===== src/rtl/rxto_pkg.sv =====
package rxto_pkg;

    localparam int MULT_W     = 4;
    localparam int DSEL_W     = 2;
    localparam int WLEN_W     = 4;
    localparam int DATA_BASE  = 5;
    localparam int RESET_WLEN = 10;

    typedef struct packed {
        logic [DSEL_W-1:0] dsel;
        logic              two_stop;
    } frame_t;

    typedef enum logic {
        CD_IDLE = 1'b0,
        CD_RUN  = 1'b1
    } cd_state_e;

    // character length in bit periods: start + data + stop
    function automatic logic [WLEN_W-1:0] word_bits(frame_t f);
        logic [WLEN_W-1:0] d;
        logic [WLEN_W-1:0] s;
        d = WLEN_W'(f.dsel);
        s = f.two_stop ? WLEN_W'(2) : WLEN_W'(1);
        return WLEN_W'(DATA_BASE + 1) + d + s;
    endfunction

endpackage


===== src/rtl/rxto_frame.sv =====
module rxto_frame
    import rxto_pkg::*;
(
    input  logic              clk,
    input  logic              rst,
    input  logic              load,
    input  frame_t            frm,
    output logic [WLEN_W-1:0] wlen
);

    always_ff @(posedge clk) begin
        if (rst) begin
            wlen <= WLEN_W'(RESET_WLEN);
        end else if (load) begin
            wlen <= word_bits(frm);
        end
    end

endmodule


===== src/rtl/rxto_countdown.sv =====
module rxto_countdown
    import rxto_pkg::*;
#(
    parameter int CNT_MULT_W = MULT_W
) (
    input  logic                  clk,
    input  logic                  rst,
    input  logic                  arm,
    input  logic                  cancel,
    input  logic                  tick,
    input  logic [WLEN_W-1:0]     wlen,
    input  logic [CNT_MULT_W-1:0] mult,
    output logic                  expire
);

    cd_state_e             state;
    logic [WLEN_W-1:0]     bit_cnt;
    logic [CNT_MULT_W-1:0] words_left;
    logic                  last_bit;
    logic                  last_word;

    assign last_bit  = (bit_cnt == wlen - WLEN_W'(1));
    assign last_word = (words_left == CNT_MULT_W'(1));
    assign expire    = (state == CD_RUN) && tick && !cancel && !arm
                       && last_bit && last_word;

    always_ff @(posedge clk) begin
        if (rst) begin
            state      <= CD_IDLE;
            bit_cnt    <= '0;
            words_left <= '0;
        end else if (cancel) begin
            state <= CD_IDLE;
        end else if (arm) begin
            bit_cnt    <= '0;
            words_left <= mult;
            state      <= (mult != '0) ? CD_RUN : CD_IDLE;
        end else if (state == CD_RUN && tick) begin
            if (last_bit) begin
                bit_cnt <= '0;
                if (last_word) begin
                    state <= CD_IDLE;
                end else begin
                    words_left <= words_left - CNT_MULT_W'(1);
                end
            end else begin
                bit_cnt <= bit_cnt + WLEN_W'(1);
            end
        end
    end

endmodule


===== src/rtl/rxto_report.sv =====
module rxto_report (
    input  logic clk,
    input  logic rst,
    input  logic expire,
    input  logic qualify,
    input  logic clr_wr,
    output logic flag,
    output logic pulse
);

    logic fire;

    assign fire = expire && qualify;

    always_ff @(posedge clk) begin
        if (rst) begin
            flag  <= 1'b0;
            pulse <= 1'b0;
        end else begin
            pulse <= fire;
            if (fire) begin
                flag <= 1'b1;
            end else if (clr_wr) begin
                flag <= 1'b0;
            end
        end
    end

endmodule


===== src/rtl/rx_idle_timeout.sv =====
module rx_idle_timeout
    import rxto_pkg::*;
(
    input  logic              clk,
    input  logic              rst,
    input  logic              rx_store,
    input  logic              trig_hit,
    input  logic              to_enable,
    input  logic [MULT_W-1:0] to_mult,
    input  logic [DSEL_W-1:0] frame_dsel,
    input  logic              frame_two_stop,
    input  logic              baud_tick,
    input  logic              data_ready,
    input  logic              empty_override,
    input  logic              stat_wr,
    input  logic              stat_wr_clr,
    output logic              timeout_flag,
    output logic              rx_irq_pulse
);

    frame_t            frm;
    logic [WLEN_W-1:0] wlen;
    logic              cancel;
    logic              arm;
    logic              expire;

    assign frm.dsel     = frame_dsel;
    assign frm.two_stop = frame_two_stop;
    assign cancel       = !to_enable || trig_hit;
    assign arm          = rx_store && !cancel;

    rxto_frame u_frame (
        .clk  (clk),
        .rst  (rst),
        .load (arm),
        .frm  (frm),
        .wlen (wlen)
    );

    rxto_countdown #(.CNT_MULT_W(MULT_W)) u_count (
        .clk    (clk),
        .rst    (rst),
        .arm    (arm),
        .cancel (cancel),
        .tick   (baud_tick),
        .wlen   (wlen),
        .mult   (to_mult),
        .expire (expire)
    );

    rxto_report u_report (
        .clk     (clk),
        .rst     (rst),
        .expire  (expire),
        .qualify (data_ready || empty_override),
        .clr_wr  (stat_wr && stat_wr_clr),
        .flag    (timeout_flag),
        .pulse   (rx_irq_pulse)
    );

endmodule


===== config.mk =====
export PLATFORM = sky130hd
export DESIGN_NAME = rx_idle_timeout
export DESIGN_NICKNAME = d
export VERILOG_FILES = /design/src/rtl/rxto_pkg.sv /design/src/rtl/rxto_frame.sv /design/src/rtl/rxto_countdown.sv /design/src/rtl/rxto_report.sv /design/src/rtl/rx_idle_timeout.sv
export SDC_FILE = /design/constraint.sdc
export NUM_CORES = 1
export LEC_CHECK = 0
export BUFFER_PORTS_ARGS = -buffer_cell sky130_fd_sc_hd__buf_2
export CAP_MARGIN = 20
export CORE_MARGIN = 2
export CORE_UTILIZATION = 58
export DETAILED_ROUTE_END_ITERATION = 12
export PLACE_DENSITY_LB_ADDON = 0.25
export SYNTH_ARGS = -nofsm -noshare
export SYNTH_HDL_FRONTEND = slang
export SYNTH_SLANG_ARGS = --single-unit
export TNS_END_PERCENT = 20

===== constraint.sdc =====
create_clock -name clk -period 5 [get_ports clk]
set_input_delay 0.75 -clock clk [delete_from_list [all_inputs] [get_ports clk]]
set_output_delay 0.75 -clock clk [all_outputs]
set_load 0.05 [all_outputs]

==> implementation parameters <==
Parameter                              Value

Floorplan
  Number of standard-cell rows in the floorplan ... 15
  I/O pin count ... 19
  DIE AREA ... 2090 um^2
  X dimension of the die ... 45.7 um
  Effective utilization at floorplan ... 59.8%
  Overall die height ... 45.7 um
  Area of the placeable core ... 1690 um^2

Clock network
  Clock tree from TritonCTS ... yes
  Number of hold-repair buffers added at the cts stage ... 0
  Sink count of the clock tree ... 15
  Worst-skew pair later-pin latency ... 0.29 ns
  Number of buffers added for setup after CTS ... 0
  Post-cts gate resize count ... 0
  CTS clock-pin slew for the worst setup and hold paths ... 0.09 ns
  Number of levels in the clock H-tree ... 1
  Maximum number of buffers from clock root to sink ... 2
  Number of CTS-inserted buffers ... 3
  Buffer type at the clock tree root ... clkbuf_4

Place
  Cell Count Post-Placement ... 149
  Hpwl dp ... 1.67 mm
  Count of buffers inserted at the top-level ports ... 18
  Routability congestion estimate from global placement ... 0.805

Route
  Average wire per cell in the routed design ... 14.8 um
  Routed via count ... 964
  Total Routed Length ... 2.26 mm
  Count of routing violations after the opening detailed-route iteration ... 45
  # DRC ... 0
  Number of routed nets with antenna violations ... 0
  Via-to-Cell Ratio ... 6.30
  Number of optimization iterations in the first detailed-route pass ... 4

Setup path
  Kind of end point of the critical path ... flop
  Maximum cell stage delay along the critical path ... 0.42 ns
  Worst path arrival time ... 2.13 ns
  Worst path top cell family by delay ... simple AND/OR/NAND/NOR gates
  Peak fanout along the critical path ... 8
  Required time of the worst setup path ... 5.21 ns
  Sum of buffers and inverters on the critical path ... 1
  CP max stage cell ... dfxtp_1
  Kind of start point of the critical path ... flop
  Type of the setup path with the least slack ... flop to flop
  Critical path cell sequence ... inv_1, ha_1, xor2_1, nand3_2, o311a_1, nor4_1

STA
  Final cycle utilization of the critical path ... 38.5%
  Largest clock skew in the final design ... 0.000916 ns
  Worst-case headroom to the max-slew limit ... 58.7%
  Count of endpoints failing hold in the final timing report ... 0
  Final-report setup violation count ... 0
  Final TNS setup ... 0 ns
  Setup repair after global routing missed its margin ... no
  Peak clock frequency supported by timing ... 520 MHz
  Measured slew at the worst slew-check pin ... 0.618 ns
  Slew Viols, Final ... 0
  Minimum period implied by the final worst setup slack ... 1.92 ns

Power and ir drop
  Cell Pwr Density ... 218 nW/um^2
  Maximum vdd ir drop ... 0.189 mV
  Leakage power total ... 0.482 nW

Synthesis
  Avg Cell Area, Syn ... 8.63 um^2
  Post-synth top area cell ... dfxtp_1
  Synth warn ... 0
  Post-Synthesis Net Count ... 142
  Top area cells in the synthesized netlist ... dfxtp_1 30%, ha_1 9.9%, nor2_1 4.5%, inv_1 3.7%, a211o_1 3.5%
  Summed instance area of the synthesized netlist ... 1010 um^2
  Yosys top cell area share ... 29.7%
  Post-synth EDFFs ... 0
  Main synth FF type ... dfxtp_1
  Unique masters post-synth ... 41
  Post-synthesis sequential area ratio ... 29.7%
  Library cell with the highest instance count after synthesis ... dfxtp_1
  Flops & latches, synth ... 15
  Top post-synthesis cells by count ... 15 x dfxtp_1, 12 x nor2_1, 10 x inv_1
  Cell count after synthesis ... 117
  Proportion of register bits with asynchronous set or reset after synthesis ... 0%

Flow run
  Max cap viols ... 0

Global route
  Total congestion overflow after global routing ... 0
  Pin count of the biggest net entering global routing ... 17
  Number of global-route vias before repair ... 835
  GRT Total Usage ... 24.5%
  Number of antenna violations at the first check in global routing ... 0
  Global-route wire length before repair ... 3.57 mm

Hold path
  Path type of the worst min-delay path ... flop to flop

Layout
  Fraction of final layout cells sized beyond drive strength 1 ... 19.9%
  Inserted Diodes ... 0
  Post-synthesis to final-layout area growth ... 12.5%
  Number of filler instances in the final layout ... 148
  Final Instance Count excl. Fillers ... 153
  Layout net count ... 162

Status
  Run status ... completed
-- path summary, 6_finish.rpt --
kind	start	end	slack (ns)	cells past startpoint
worst min-delay path	u_frame.wlen[0]	u_frame.wlen[0]	0.52	2
worst max register to register	u_frame.wlen[0]	u_count.words_left[1]	3.08	6
worst max-delay path	u_frame.wlen[0]	u_count.words_left[1]	3.08	6
worst min register to register	u_frame.wlen[0]	u_frame.wlen[0]	0.52	2
-- logic make-up (layout without fill, tap and decap cells) --
kind of cell	after synthesis	count (layout)	synth area share [%]
XOR/XNOR	8	8	9.79
adder cells (fa/ha/maj)	8	8	9.91
AND/OR/NAND/NOR	43	43	23.8
AO/OA/AOI/OAI	29	29	20.9
flip-flops	15	15	29.7
buffers and inverters	13	32	4.83
multiplexers	1	1	0.991
-- placed cells by master (no fill, tap or decap), drive strengths merged, types with 2 or more instances in the layout --
| cell type | netlist | final |
|---|---|---|
| xnor2 | 4 | 4 |
| clkbuf | 2 | 4 |
| dfxtp | 15 | 15 |
| nor4 | 3 | 3 |
| nand2b | 3 | 3 |
| a211o | 4 | 4 |
| o21ai | 3 | 3 |
| and3 | 3 | 3 |
| a211oi | 4 | 4 |
| o2111ai | 2 | 2 |
| buf | 1 | 18 |
| nor2 | 12 | 12 |
| a31oi | 4 | 4 |
| a21oi | 4 | 4 |
| nor2b | 2 | 2 |
| nand3 | 3 | 3 |
| a311oi | 2 | 2 |
| inv | 10 | 10 |
| nand2 | 6 | 6 |
| nor3 | 5 | 5 |
| ha | 8 | 8 |
| xor2 | 3 | 3 |
-- stage by stage --
stage	instance area (um^2)	power, W	hold slack (ns)	setup slack [ns]	utilization [%]
after detailed placement	1110	0.000176	0.510	2.95	65.7
final	1140	0.000248	0.524	3.08	67.3
after CTS	1140	0.000249	0.523	3.10	67.3
after floorplan	1010	0.000160	0.477	3.11	-
after global routing	1140	0.000259	0.547	3.00	67.3
after global placement	1110	0.000174	0.491	2.97	65.7
-- where the power goes --
part	leakage (nW)	switching (W)	internal (W)	total [W]
sequential	0.122	0.00000350	0.000123	0.000126
combinational	0.345	0.0000270	0.0000208	0.0000478
clock	0.0150	0.0000427	0.0000311	0.0000738
total	0.482	0.0000732	0.000175	0.000248
-- worst register-to-register path, stage by stage, from the launching register on --
cell and delay (ns):
dfxtp_1 0.42, inv_1 0.07, ha_1 0.30, xor2_1 0.24
nand3_2 0.23, o311a_1 0.39, nor4_1 0.21
-- sequential cells by signal (all words and copies together), names as in the netlist --
name / count
u_count.words_left: 4
u_count.bit_cnt: 4
u_report.flag: 1
u_frame.wlen: 4
u_count.state: 1
u_report.pulse: 1
-- routing by layer --
metal / up-vias / routed length (um) / global-route usage (%)
li1: 472 / - / -
met1: 449 / 1000 / 30.8
met2: 37 / 1060 / 37.5
met3: 6 / 131 / 5.16
met4: 0 / 63 / 16.0
met5: - / 0 / 0
-- cell type report --
| type | count | area [um^2] | share of cell area [%] |
|---|---|---|---|
| clock buffer | 4 | 26.3 | 2.31 |
| timing repair buffer | 18 | 90.1 | 7.93 |
| sequential | 15 | 300 | 26.4 |
| multi-input combinational | 89 | 661 | 58.1 |
| inverter | 10 | 37.5 | 3.30 |
| tap | 17 | 21.3 | 1.87 |
No activity file was read; power rests on OpenSTA's default activity.
